`src/rtl/tcw_pkg.sv`:
```
package tcw_pkg;

    localparam int NCH      = 2;
    localparam int CNT_W    = 32;
    localparam int PER_W    = 8;
    localparam int PS_W     = 10;
    localparam int FLAG_W   = NCH + 1;
    localparam int ADDR_W   = 3;

    localparam logic [ADDR_W-1:0] A_CTRL = 3'd0;
    localparam logic [ADDR_W-1:0] A_PER  = 3'd1;
    localparam logic [ADDR_W-1:0] A_CC0  = 3'd2;
    localparam logic [ADDR_W-1:0] A_IEN  = 3'd4;
    localparam logic [ADDR_W-1:0] A_FCLR = 3'd5;

    typedef enum logic [1:0] {
        WG_NFRQ = 2'd0,
        WG_MFRQ = 2'd1,
        WG_NPWM = 2'd2,
        WG_MPWM = 2'd3
    } wg_mode_e;

    typedef enum logic [1:0] {
        RES_8   = 2'd0,
        RES_16  = 2'd1,
        RES_32  = 2'd2,
        RES_32B = 2'd3
    } res_e;

    typedef struct packed {
        logic [NCH-1:0] inv;
        logic [2:0]     psel;
        logic           down;
        res_e           res;
        wg_mode_e       mode;
        logic           en;
    } ctrl_t;

    localparam int CTRL_W = $bits(ctrl_t);

    function automatic logic [CNT_W-1:0] res_max(res_e r);
        case (r)
            RES_8:   res_max = CNT_W'(32'h0000_00FF);
            RES_16:  res_max = CNT_W'(32'h0000_FFFF);
            default: res_max = CNT_W'(32'hFFFF_FFFF);
        endcase
    endfunction

    function automatic logic [3:0] ps_shift(logic [2:0] sel);
        case (sel)
            3'd5:    ps_shift = 4'd6;
            3'd6:    ps_shift = 4'd8;
            3'd7:    ps_shift = 4'd10;
            default: ps_shift = {1'b0, sel};
        endcase
    endfunction

    function automatic logic is_match_mode(wg_mode_e m);
        is_match_mode = (m == WG_MFRQ) || (m == WG_MPWM);
    endfunction

endpackage

```
`src/rtl/tcw_prescaler.sv`:
```
module tcw_prescaler
    import tcw_pkg::*;
#(
    parameter int W = PS_W
) (
    input  logic       clk,
    input  logic       rst,
    input  logic       run,
    input  logic [2:0] sel,
    output logic       tick
);
    logic [W-1:0] ps_q;
    logic [W-1:0] lim;

    always_comb begin
        lim  = W'({W{1'b1}} >> (W - int'(ps_shift(sel))));
        tick = run && (ps_q == lim);
    end

    always_ff @(posedge clk) begin
        if (rst || !run || tick) ps_q <= '0;
        else                     ps_q <= ps_q + 1'b1;
    end

    always_ff @(posedge clk) begin
        if (!rst) assert_ps_bound_R2: assert (ps_q <= lim || !run || $isunknown(sel))
            else $error("prescaler count passed its limit");
    end

    property p_tick_restarts;
        @(posedge clk) disable iff (rst) tick |=> (ps_q == '0);
    endproperty
    assert_tick_restart_R2: assert property (p_tick_restarts);

endmodule

```
`src/rtl/tcw_counter.sv`:
```
module tcw_counter #(
    parameter int W = 32
) (
    input  logic         clk,
    input  logic         rst,
    input  logic         run,
    input  logic         tick,
    input  logic         down,
    input  logic [W-1:0] top,
    output logic [W-1:0] cnt,
    output logic         upd
);
    always_comb upd = run && tick && (down ? (cnt == '0) : (cnt >= top));

    always_ff @(posedge clk) begin
        if (rst || !run)  cnt <= '0;
        else if (tick) begin
            if (upd)       cnt <= down ? top : '0;
            else if (down) cnt <= cnt - 1'b1;
            else           cnt <= cnt + 1'b1;
        end
    end

    property p_hold;
        @(posedge clk) disable iff (rst) (run && !tick) |=> $stable(cnt);
    endproperty
    assert_hold_between_ticks_R2: assert property (p_hold);

    property p_up_step;
        @(posedge clk) disable iff (rst) (run && tick && !down && cnt < top) |=> (cnt == $past(cnt) + 1'b1);
    endproperty
    assert_up_step_R3: assert property (p_up_step);

    property p_down_reload;
        @(posedge clk) disable iff (rst) (run && tick && down && cnt == '0) |=> (cnt == $past(top));
    endproperty
    assert_down_reload_R3: assert property (p_down_reload);

endmodule

```
`src/rtl/tcw_wave_ch.sv`:
```
module tcw_wave_ch
    import tcw_pkg::*;
#(
    parameter int W     = 32,
    parameter bit FIRST = 1'b0
) (
    input  logic         clk,
    input  logic         rst,
    input  logic         run,
    input  logic         tick,
    input  logic         upd,
    input  logic         down,
    input  wg_mode_e     mode,
    input  logic [W-1:0] cc,
    input  logic [W-1:0] cnt,
    output logic         match,
    output logic         wave
);
    logic pwm_nxt;
    logic rest_val;

    always_comb begin
        match = run && tick && (cnt == cc);
        if (down) pwm_nxt = upd ? 1'b0 : (match ? 1'b1 : wave);
        else      pwm_nxt = upd ? 1'b1 : (match ? 1'b0 : wave);
        case (mode)
            WG_NPWM: rest_val = !down;
            WG_MPWM: rest_val = FIRST ? 1'b1 : !down;
            default: rest_val = 1'b0;
        endcase
    end

    always_ff @(posedge clk) begin
        if (rst)       wave <= 1'b0;
        else if (!run) wave <= rest_val;
        else begin
            case (mode)
                WG_NFRQ: if (match) wave <= !wave;
                WG_MFRQ: begin
                    if (FIRST) begin
                        if (upd) wave <= !wave;
                    end else if (match) wave <= !wave;
                end
                WG_NPWM: wave <= pwm_nxt;
                default: begin
                    if (FIRST) begin
                        if (upd)       wave <= 1'b0;
                        else if (tick) wave <= 1'b1;
                    end else wave <= pwm_nxt;
                end
            endcase
        end
    end

    property p_nfrq_toggle;
        @(posedge clk) disable iff (rst) (run && mode == WG_NFRQ && match) |=> (wave != $past(wave));
    endproperty
    assert_nfrq_toggle_R6: assert property (p_nfrq_toggle);

    property p_pwm_up_set;
        @(posedge clk) disable iff (rst) (run && mode == WG_NPWM && !down && upd) |=> wave;
    endproperty
    assert_pwm_up_set_R8: assert property (p_pwm_up_set);

    generate
        if (FIRST) begin : g_first
            property p_mpwm_pulse;
                @(posedge clk) disable iff (rst) (run && mode == WG_MPWM && upd) |=> !wave;
            endproperty
            assert_mpwm_pulse_R9: assert property (p_mpwm_pulse);
        end
    endgenerate

endmodule

```
`src/rtl/tc_wavegen.sv`:
```
module tc_wavegen
    import tcw_pkg::*;
#(
    parameter int CW = CNT_W,
    parameter int PW = PER_W
) (
    input  logic              clk,
    input  logic              rst,
    input  logic              wr_en,
    input  logic [ADDR_W-1:0] wr_addr,
    input  logic [31:0]       wr_data,
    output logic [NCH-1:0]    wave_out,
    output logic              irq,
    output logic              dma_req,
    output logic [CW-1:0]     count_o,
    output logic [FLAG_W-1:0] flags_o
);
    ctrl_t              ctrl_q;
    logic [PW-1:0]      per_q;
    logic [CW-1:0]      cc_q [NCH];
    logic [FLAG_W-1:0]  ien_q;
    logic [FLAG_W-1:0]  flags_q;

    logic               tick;
    logic               upd;
    logic [CW-1:0]      cnt;
    logic [CW-1:0]      max_v;
    logic [CW-1:0]      top_v;
    logic [CW-1:0]      cc_m  [NCH];
    logic [NCH-1:0]     match;
    logic [NCH-1:0]     wave;
    logic [FLAG_W-1:0]  fl_set;
    logic [FLAG_W-1:0]  fl_clr;

    // register write port
    always_ff @(posedge clk) begin
        if (rst) begin
            ctrl_q <= '0;
            per_q  <= '0;
            ien_q  <= '0;
        end else if (wr_en) begin
            case (wr_addr)
                A_CTRL: ctrl_q <= ctrl_t'(wr_data[CTRL_W-1:0]);
                A_PER:  per_q  <= wr_data[PW-1:0];
                A_IEN:  ien_q  <= wr_data[FLAG_W-1:0];
                default: ;
            endcase
        end
    end

    genvar gi;
    generate
        for (gi = 0; gi < NCH; gi++) begin : g_ch
            always_ff @(posedge clk) begin
                if (rst) cc_q[gi] <= '0;
                else if (wr_en && wr_addr == A_CC0 + ADDR_W'(gi)) cc_q[gi] <= wr_data[CW-1:0];
            end

            assign cc_m[gi] = cc_q[gi] & max_v;

            tcw_wave_ch #(.W(CW), .FIRST(gi == 0)) u_ch (
                .clk   (clk),
                .rst   (rst),
                .run   (ctrl_q.en),
                .tick  (tick),
                .upd   (upd),
                .down  (ctrl_q.down),
                .mode  (ctrl_q.mode),
                .cc    (cc_m[gi]),
                .cnt   (cnt),
                .match (match[gi]),
                .wave  (wave[gi])
            );
        end
    endgenerate

    // TOP selection by mode and resolution
    always_comb begin
        max_v = res_max(ctrl_q.res);
        if (is_match_mode(ctrl_q.mode)) top_v = cc_m[0];
        else if (ctrl_q.res == RES_8)   top_v = CW'(per_q);
        else                            top_v = max_v;
    end

    tcw_prescaler u_ps (
        .clk  (clk),
        .rst  (rst),
        .run  (ctrl_q.en),
        .sel  (ctrl_q.psel),
        .tick (tick)
    );

    tcw_counter #(.W(CW)) u_cnt (
        .clk  (clk),
        .rst  (rst),
        .run  (ctrl_q.en),
        .tick (tick),
        .down (ctrl_q.down),
        .top  (top_v),
        .cnt  (cnt),
        .upd  (upd)
    );

    // sticky flags, write one to clear, events win
    always_comb begin
        fl_set = {match, upd};
        fl_clr = (wr_en && wr_addr == A_FCLR) ? wr_data[FLAG_W-1:0] : '0;
    end

    always_ff @(posedge clk) begin
        if (rst) begin
            flags_q <= '0;
            dma_req <= 1'b0;
        end else begin
            flags_q <= (flags_q & ~fl_clr) | fl_set;
            dma_req <= |match;
        end
    end

    assign irq      = |(flags_q & ien_q);
    assign wave_out = wave ^ ctrl_q.inv;
    assign count_o  = cnt;
    assign flags_o  = flags_q;

    generate
        for (gi = 0; gi < FLAG_W; gi++) begin : g_fchk
            property p_w1c;
                @(posedge clk) disable iff (rst) (fl_clr[gi] && !fl_set[gi]) |=> !flags_o[gi];
            endproperty
            assert_w1c_R10: assert property (p_w1c);

            property p_set;
                @(posedge clk) disable iff (rst) fl_set[gi] |=> flags_o[gi];
            endproperty
            assert_set_wins_R10: assert property (p_set);
        end
    endgenerate

    property p_dma_hi;
        @(posedge clk) disable iff (rst) (|match) |=> dma_req;
    endproperty
    assert_dma_hi_R12: assert property (p_dma_hi);

    property p_dma_lo;
        @(posedge clk) disable iff (rst) !(|match) |=> !dma_req;
    endproperty
    assert_dma_lo_R12: assert property (p_dma_lo);

    property p_stopped;
        @(posedge clk) disable iff (rst) !ctrl_q.en |=> (count_o == '0);
    endproperty
    assert_stopped_zero_R3: assert property (p_stopped);

endmodule

```
`config.mk`:
```
export PLATFORM = sky130hd
export DESIGN_NAME = tc_wavegen
export DESIGN_NICKNAME = d
export VERILOG_FILES = /design/src/rtl/tcw_pkg.sv /design/src/rtl/tcw_prescaler.sv /design/src/rtl/tcw_counter.sv /design/src/rtl/tcw_wave_ch.sv /design/src/rtl/tc_wavegen.sv
export SDC_FILE = /design/constraint.sdc
export NUM_CORES = 1
export LEC_CHECK = 0
export ABC_AREA = 1
export BUFFER_PORTS_ARGS = -buffer_cell sky130_fd_sc_hd__buf_2
export CAP_MARGIN = 20
export CORE_MARGIN = 2
export CORE_UTILIZATION = 57
export DETAILED_ROUTE_END_ITERATION = 16
export PLACE_DENSITY = 0.88
export SETUP_SLACK_MARGIN = 0.02
export SLEW_MARGIN = 10
export SYNTH_ARGS = -nofsm -noshare
export SYNTH_HDL_FRONTEND = slang
export SYNTH_HIERARCHICAL = 1
export SYNTH_SLANG_ARGS = --single-unit
```
`constraint.sdc`:
```
create_clock -name clk -period 3.64 [get_ports clk]
set_input_delay 0.728 -clock clk [delete_from_list [all_inputs] [get_ports clk]]
set_output_delay 0.728 -clock clk [all_outputs]
set_load 0.02 [all_outputs]
```
==> Yosys cells after proc, flatten, opt, wreduce, memory -nomap -nowiden <==
Memory sizes are Yosys's and may differ from the RTL's.
Index checks and enable logic that the tools add are counted.
{ "totals": {"wordCells": 119, "mem_count": 1, "ramBits": 64, "out_inout_bits": 39, "register_bits": 70} }
{ "classes": {"eq_ne": 21, "add_sub_neg": 4, "bitwise": 9, "reduce_logical": 28, "n_mux": 40, "magnitude_cmp": 1, "n_shift": 1} }
{ "memory_table": {"columns": ["memory", "depth", "word_bits", "read_ports", "rd_ports_with_merged_regs", "write_ports", "line_no", "text"], "rows": [
  ["cc_q", 2, 32, 2, 0, 2, "tc_wavegen.sv:20", "logic [CW-1:0] cc_q [NCH];"]
]} }
{ "op_table": {"columns": ["cell", "n"], "rows": [
  ["32-bit 2-to-1 mux", 7],
  ["32-bit AND", 2],
  ["32-bit equality test", 2],
  ["32-bit one-hot mux with 2 select lines", 1],
  ["32-bit by 1-bit adder with 32-bit output, second input constant", 1],
  ["32-bit >= comparator", 1],
  ["32-bit zero test", 1],
  ["10-bit by 32-bit >> shifter with 10-bit output, first input constant", 1],
  ["32-bit by 1-bit subtractor with 32-bit output, second input constant", 1],
  ["1-bit 2-to-1 mux", 28],
  ["3-bit equality test, second input constant", 5],
  ["4-bit one-hot mux with 3 select lines", 1],
  ["10-bit by 1-bit adder with 10-bit output, second input constant", 1],
  ["10-bit equality test", 1],
  ["3-bit by 2-bit != test with 1-bit output, second input constant", 3],
  ["1-bit logical AND", 8],
  ["2-bit AND reduction", 4],
  ["3-bit AND", 2],
  ["3-bit by 2-bit equality test with 1-bit output, second input constant", 2],
  ["2-bit OR reduction", 3],
  ["5-bit by 1-bit != test with 1-bit output, second input constant", 1],
  ["4-bit by 4-bit subtractor with 5-bit output, first input constant", 1],
  ["2-bit by 1-bit equality test with 1-bit output, second input constant", 2],
  ["2-bit equality test, second input constant", 2],
  ["16 further kinds", 23]
]} }

==> Depth between registers and ports, before layout <==
{ "logic_depth": {"word_depth": 13, "depth_mapped": 27, "ltp_nobuf": 26} }

==> Cells and area by module <==
The synthesis kept the hierarchy.
{ "by_module_without_submodules": {"columns": ["module", "area_per_inst_um2", "seq_area_each_um2", "cells_each", "instances"], "rows": [
  ["tcw_counter", 4996.0, 640.6, 879, 1],
  ["tc_wavegen", 4108.9, 2442.3, 460, 1],
  ["tcw_wave_ch (g_ch[0].u_ch)", 977.2, 20.0, 217, 1],
  ["tcw_wave_ch (g_ch[1].u_ch)", 927.1, 20.0, 205, 1],
  ["tcw_prescaler", 767.0, 200.2, 124, 1]
]} }

==> Worst setup path before layout <==
OpenSTA, ideal clock, no wires.
{ "synth_timing": {"kind": "in2reg", "from": "in wr_en", "to": "mem cc_q[0][0] (netlist name), enable pin", "cell_stages": 4, "arrival_time_ps": 3453, "setup_slack_ps": -284, "required_ps": 3170, "path_cell_list": "inv_1 > nor2_8 > inv_1 > o31ai_1"} }
{ "synth_rtl": {"columns": ["item", "line_no", "text"], "rows": [
  ["from (decl)", "tc_wavegen.sv:9", "input logic wr_en,"],
  ["to (decl)", "tc_wavegen.sv:20", null]
]} }

==> Worst setup path after layout <==
{ "layout_timing": {"from": "reg ctrl_q[4] (netlist name)", "to": "reg g_ch[0].u_ch.wave"} }
{ "layout_between": {"elab_chain_cells": 11, "elab_cells_between_ends": 22} }
{ "layout_rtl": {"columns": ["item", "line_no", "text"], "rows": [
  ["from (decl)", "tc_wavegen.sv:18", "ctrl_t ctrl_q;"],
  ["from (signal assigned)", "tc_wavegen.sv:43", "A_CTRL: ctrl_q <= ctrl_t'(wr_data[CTRL_W-1:0]);"],
  ["2-bit by 1-bit equality test with 1-bit output or 2-bit zero test (tied branches)", "tcw_pkg.sv:42, tc_wavegen.sv:81", null],
  ["32-bit one-hot mux with 2 select lines", "tcw_pkg.sv:42", "case (r)"],
  ["32-bit 2-to-1 mux or 32-bit AND (tied branches)", "tc_wavegen.sv:81, tc_wavegen.sv:59", null],
  ["32-bit 2-to-1 mux (*)", "tc_wavegen.sv:80", "if (is_match_mode(ctrl_q.mode)) top_v = cc_m[0];"],
  ["via top_v[27]", "tc_wavegen.sv:28", "logic [CW-1:0] top_v;"],
  ["32-bit >= comparator (*)", "tcw_counter.sv:13", "always_comb upd = run && tick && (down ? (cnt == '0) : (cnt >= top));"],
  ["1-bit 2-to-1 mux (*)", "tcw_counter.sv:13", null],
  ["1-bit logical AND (*)", "tcw_counter.sv:13", null],
  ["via fl_set[0]", "tc_wavegen.sv:32", "logic [FLAG_W-1:0] fl_set;"],
  ["1-bit 2-to-1 mux (on tied branches)", "tcw_wave_ch.sv:25, tcw_wave_ch.sv:24", null],
  ["1-bit 2-to-1 mux", "tcw_wave_ch.sv:24", "if (down) pwm_nxt = upd ? 1'b0 : (match ? 1'b1 : wave);"],
  ["1-bit one-hot mux with 3 select lines", "tcw_wave_ch.sv:37", "case (mode)"],
  ["1-bit 2-to-1 mux", "tcw_wave_ch.sv:35", "else if (!run) wave <= rest_val;"],
  ["to (signal assigned)", "tcw_wave_ch.sv:35", null],
  ["to (signal assigned)", "tcw_wave_ch.sv:38", "WG_NFRQ: if (match) wave <= !wave;"],
  ["to (signal assigned)", "tcw_wave_ch.sv:41", "if (upd) wave <= !wave;"],
  ["to (decl)", "tcw_wave_ch.sv:17", "output logic wave"]
]} }
Mark *: on every way through the listed nets, which the timed path passes. The rest lies on a longest branch.
A chain may end at the register's enable or synchronous reset.

==> results_dict.tcl <==
set metrics [dict create \
    worstSetupPathType "reg2reg" \
    drt-wirelength-per-cell_um 15.5 \
    power_per_cell_area_nw_per_um2 302 \
    flow.area_growth_from_synthesis_pct 10.6 \
    starting_density_of_the_core_pct 58.2 \
    regToRegEndpoint "g_ch[0].u_ch/wave" \
    cts_tree "built" \
    route.vias.total 11997 \
    worst_ep_required_time_ns 3.96 \
    layoutNonFillerInstCount 2238 \
    routed_wl_mm 34.8 \
    synth-async-reset-ratio_pct 0 \
    grt_pass1_vias 11351 \
    ctsHoldBuffers 0 \
    synth-warning-count 6 \
    fin_util_pct 64.4 \
    crit_path_cell_trace "inv_1 > o21ai_0 > inv_1 > ha_1 > a21oi_1 > o21ai_1 > nand2_1 > nand3b_4 > nor2_4 > nand2_4 > nand2_8 > inv_6 > xor2_1 > nand2_1 > o21ai_0 > a22oi_1 > nand3_1 > nand2_1 > nor2_1" \
    num_antenna_cells 0 \
    place.gp.congestion 1.00 \
    critical_path.reg2reg.startpoint "ctrl_q[4]" \
    run_status "finished, final reports clean" \
    worstSetupEndpoint "g_ch[0].u_ch/wave" \
    die_w_um 148 \
    mostFrequentLayoutCell "sky130_fd_sc_hd__nand2_1" \
    min_period_ns 3.30 \
    critPathLaunch "ctrl_q[4]" \
    final-setup-viol-count 0 \
    placed_cells 2204 \
    die_area_um2 21800 \
    ctsRootBufferMaster "sky130_fd_sc_hd__clkbuf_16" \
    achievable-frequency_mhz 303 \
    synth_enable_flop_cells 64 \
    grt_antenna_before_repair 0 \
    reg2reg_setup_slack_ns 0.34 \
    leakage_nw 6.66 \
    synth_seq_cells 134 \
    pin_count 77 \
    tightestPinTransition_ns 0.739 \
    place_ws_ns 0.156 \
    start_kind "flip-flop" \
    slew-limit-headroom_pct 50.7 \
    via_per_instance_ratio 5.36 \
    core_area_um2 20200 \
    drt-pass1-iter-count 7 \
    ant_nets 0 \
    fin_total_pwr_mw 3.93 \
    tritoncts_num_sinks 134 \
    setup_ws_ns 0.338 \
    worst_setup_hold_path_clk_slew_ns 0.07 \
    drive_gt1_share_pct 11.5 \
    port-buffer-count 76 \
    fin_skew_ns 0.0101 \
    worst_skew_pair_later_pin_latency_ns 0.43 \
    critical_path.max_fanout 33 \
    fin_hold_ws_ns 0.491 \
    max_stage_delay_ns 0.54 \
    htree_num_levels 4 \
    initialDrtViolationCount 1081 \
    seq_area_frac_synth_pct 28.2 \
    mapped_cells 1885 \
    synth.avg_cell_area_um2 6.25 \
    finalHoldViolCount 0 \
    pin_count_of_the_biggest_net_entering_global_routing 65 \
    fin_nets 2058 \
    grt_overflow_total 0 \
    row_count 52 \
    layout_worst_path_cycle_share_pct 90.7 \
    syn-num-nets 1988 \
    hpwl_dp_mm 26.7 \
    worst_hold_path_type "reg2reg" \
    synth.lib_cells_used.distinct 52 \
    layout.cells.most_common_list "551 x sky130_fd_sc_hd__nand2_1, 352 x sky130_fd_sc_hd__inv_1, 288 x sky130_fd_sc_hd__nor2_1" \
    crit_path_frequent_cell "sky130_fd_sc_hd__nand2_1" \
    fill_count 1819 \
    crit_slowest_cell "sky130_fd_sc_hd__dfxtp_1" \
    clockBufferDepth 2 \
    drc_errors 0 \
    cp.arrival_ns 3.62 \
    grt.total_usage_pct 32.3 \
    rsz0062_at_grt "no" \
    rr_worst_depth 19 \
    chipHeight_um 148 \
    ys_dominant_reg_cell "sky130_fd_sc_hd__dfxtp_1" \
    crit_path_end_kind "flip-flop" \
    max-vdd-ir-drop_v 0.000308 \
    tritoncts.num_buffers 17 \
    netlist_area_um2 11800 \
    final_max_slew_viol_count 0 \
    grt_pass1_wl_mm 56.3 \
    drv.max_cap_violation_count 0 \
]
[registers in the layout, indices dropped and copies added (netlist names)]
register / flops
u_cnt/cnt: 32
cc_q: 64
flags_o: 3
ien_q: 3
u_ps/ps_q: 10
g_ch.u_ch/wave: 2
per_q: 8
dma_req: 1
ctrl_q: 11
[cell type report]
cell class	count	area [µm²]	area share (%)
Inverter	368	1390	10.7
Multi-Input combinational cell	1340	6800	52.2
Timing Repair Buffer	94	573	4.40
Sequential cell	134	3330	25.5
Clock buffer	18	450	3.46
Tap cell	270	338	2.59
Clock inverter	14	153	1.17
[worst max-delay path, delay by kind of cell, from the launching register on]
| family | cells | cell delay, ns |
|---|---|---|
| compound gates | 5 | 0.81 |
| xor+xnor | 1 | 0.18 |
| fa+ha+maj | 1 | 0.32 |
| buf+inv | 3 | 0.47 |
| flops | 1 | 0.54 |
| simple gates | 9 | 0.85 |
[per-layer routing]
metal,wire [µm],GRT usage (%),vias up
met5,0,0,-
met4,1250,12.4,0
met3,2810,4.32,96
met2,16200,54.0,523
met1,14500,42.6,5416
li1,-,-,5962
[repair_timing]
item / in CTS / in global routing
buffers inserted: 0 / 1
endpoints found under the setup margin: 0 / 25
resized for setup: 0 / 8
hold endpoints to repair: 0 / 0
[kinds of logic (layout without fill, tap and decap cells)]
| kind of cell | Yosys count | after routing | share of synthesized area (%) |
|---|---|---|---|
| compound gates | 171 | 171 | 8.36 |
| xor+xnor | 46 | 46 | 3.42 |
| buf+inv | 411 | 494 | 14.3 |
| fa+ha+maj | 65 | 65 | 6.97 |
| simple gates | 1058 | 1058 | 38.7 |
| flops | 134 | 134 | 28.2 |
[power breakdown]
part / internal, mW / switching (mW) / total, mW / leakage, nW
clock network: 1.02 / 0.762 / 1.78 / 0.303
logic: 0.159 / 0.326 / 0.485 / 5.17
registers: 1.64 / 0.0346 / 1.67 / 1.18
total: 2.81 / 1.12 / 3.93 / 6.66
[cells in the mapped netlist, types with 19 or more instances]
| master | n | share of area [%] |
|---|---|---|
| sky130_fd_sc_hd__edfxtp_1 | 64 | 16 |
| sky130_fd_sc_hd__dfxtp_1 | 70 | 12 |
| sky130_fd_sc_hd__o21ai_1 | 23 | 0.98 |
| sky130_fd_sc_hd__o21ai_0 | 48 | 2.0 |
| sky130_fd_sc_hd__a21oi_1 | 60 | 2.5 |
| sky130_fd_sc_hd__xor2_1 | 19 | 1.4 |
| sky130_fd_sc_hd__a21oi_2 | 22 | 1.6 |
| sky130_fd_sc_hd__nand2_1 | 551 | 18 |
| sky130_fd_sc_hd__nand3_1 | 98 | 4.2 |
| sky130_fd_sc_hd__nand4_1 | 24 | 1.3 |
| sky130_fd_sc_hd__inv_1 | 352 | 11 |
| sky130_fd_sc_hd__ha_1 | 64 | 6.8 |
| sky130_fd_sc_hd__xnor2_1 | 27 | 2.0 |
| sky130_fd_sc_hd__nor2_1 | 290 | 9.2 |
[worst min-delay path by stage]
stage                       startpoint            to  slack [ns]  depth (start not counted)
after floorplan           u_ps/ps_q[0]  u_ps/ps_q[0]        0.44                          1
after global placement        per_q[6]      per_q[6]        0.47                          2
after detailed placement      per_q[5]      per_q[5]        0.48                          2
after CTS                     per_q[5]      per_q[5]        0.49                          2
after global routing          ien_q[2]      ien_q[2]        0.51                          2
final                         per_q[5]      per_q[5]        0.49                          2
[metrics by stage]
step | instance area (µm²) | setup TNS (ns)
6_report | 13000 | 0
5_1_grt | 13000 | 0
4_1_cts | 13000 | 0
3_5_place_dp | 12400 | 0
3_3_place_gp | 12400 | 0
2_1_floorplan | 11800 | -18.13
(Power assumes the default switching activity.)
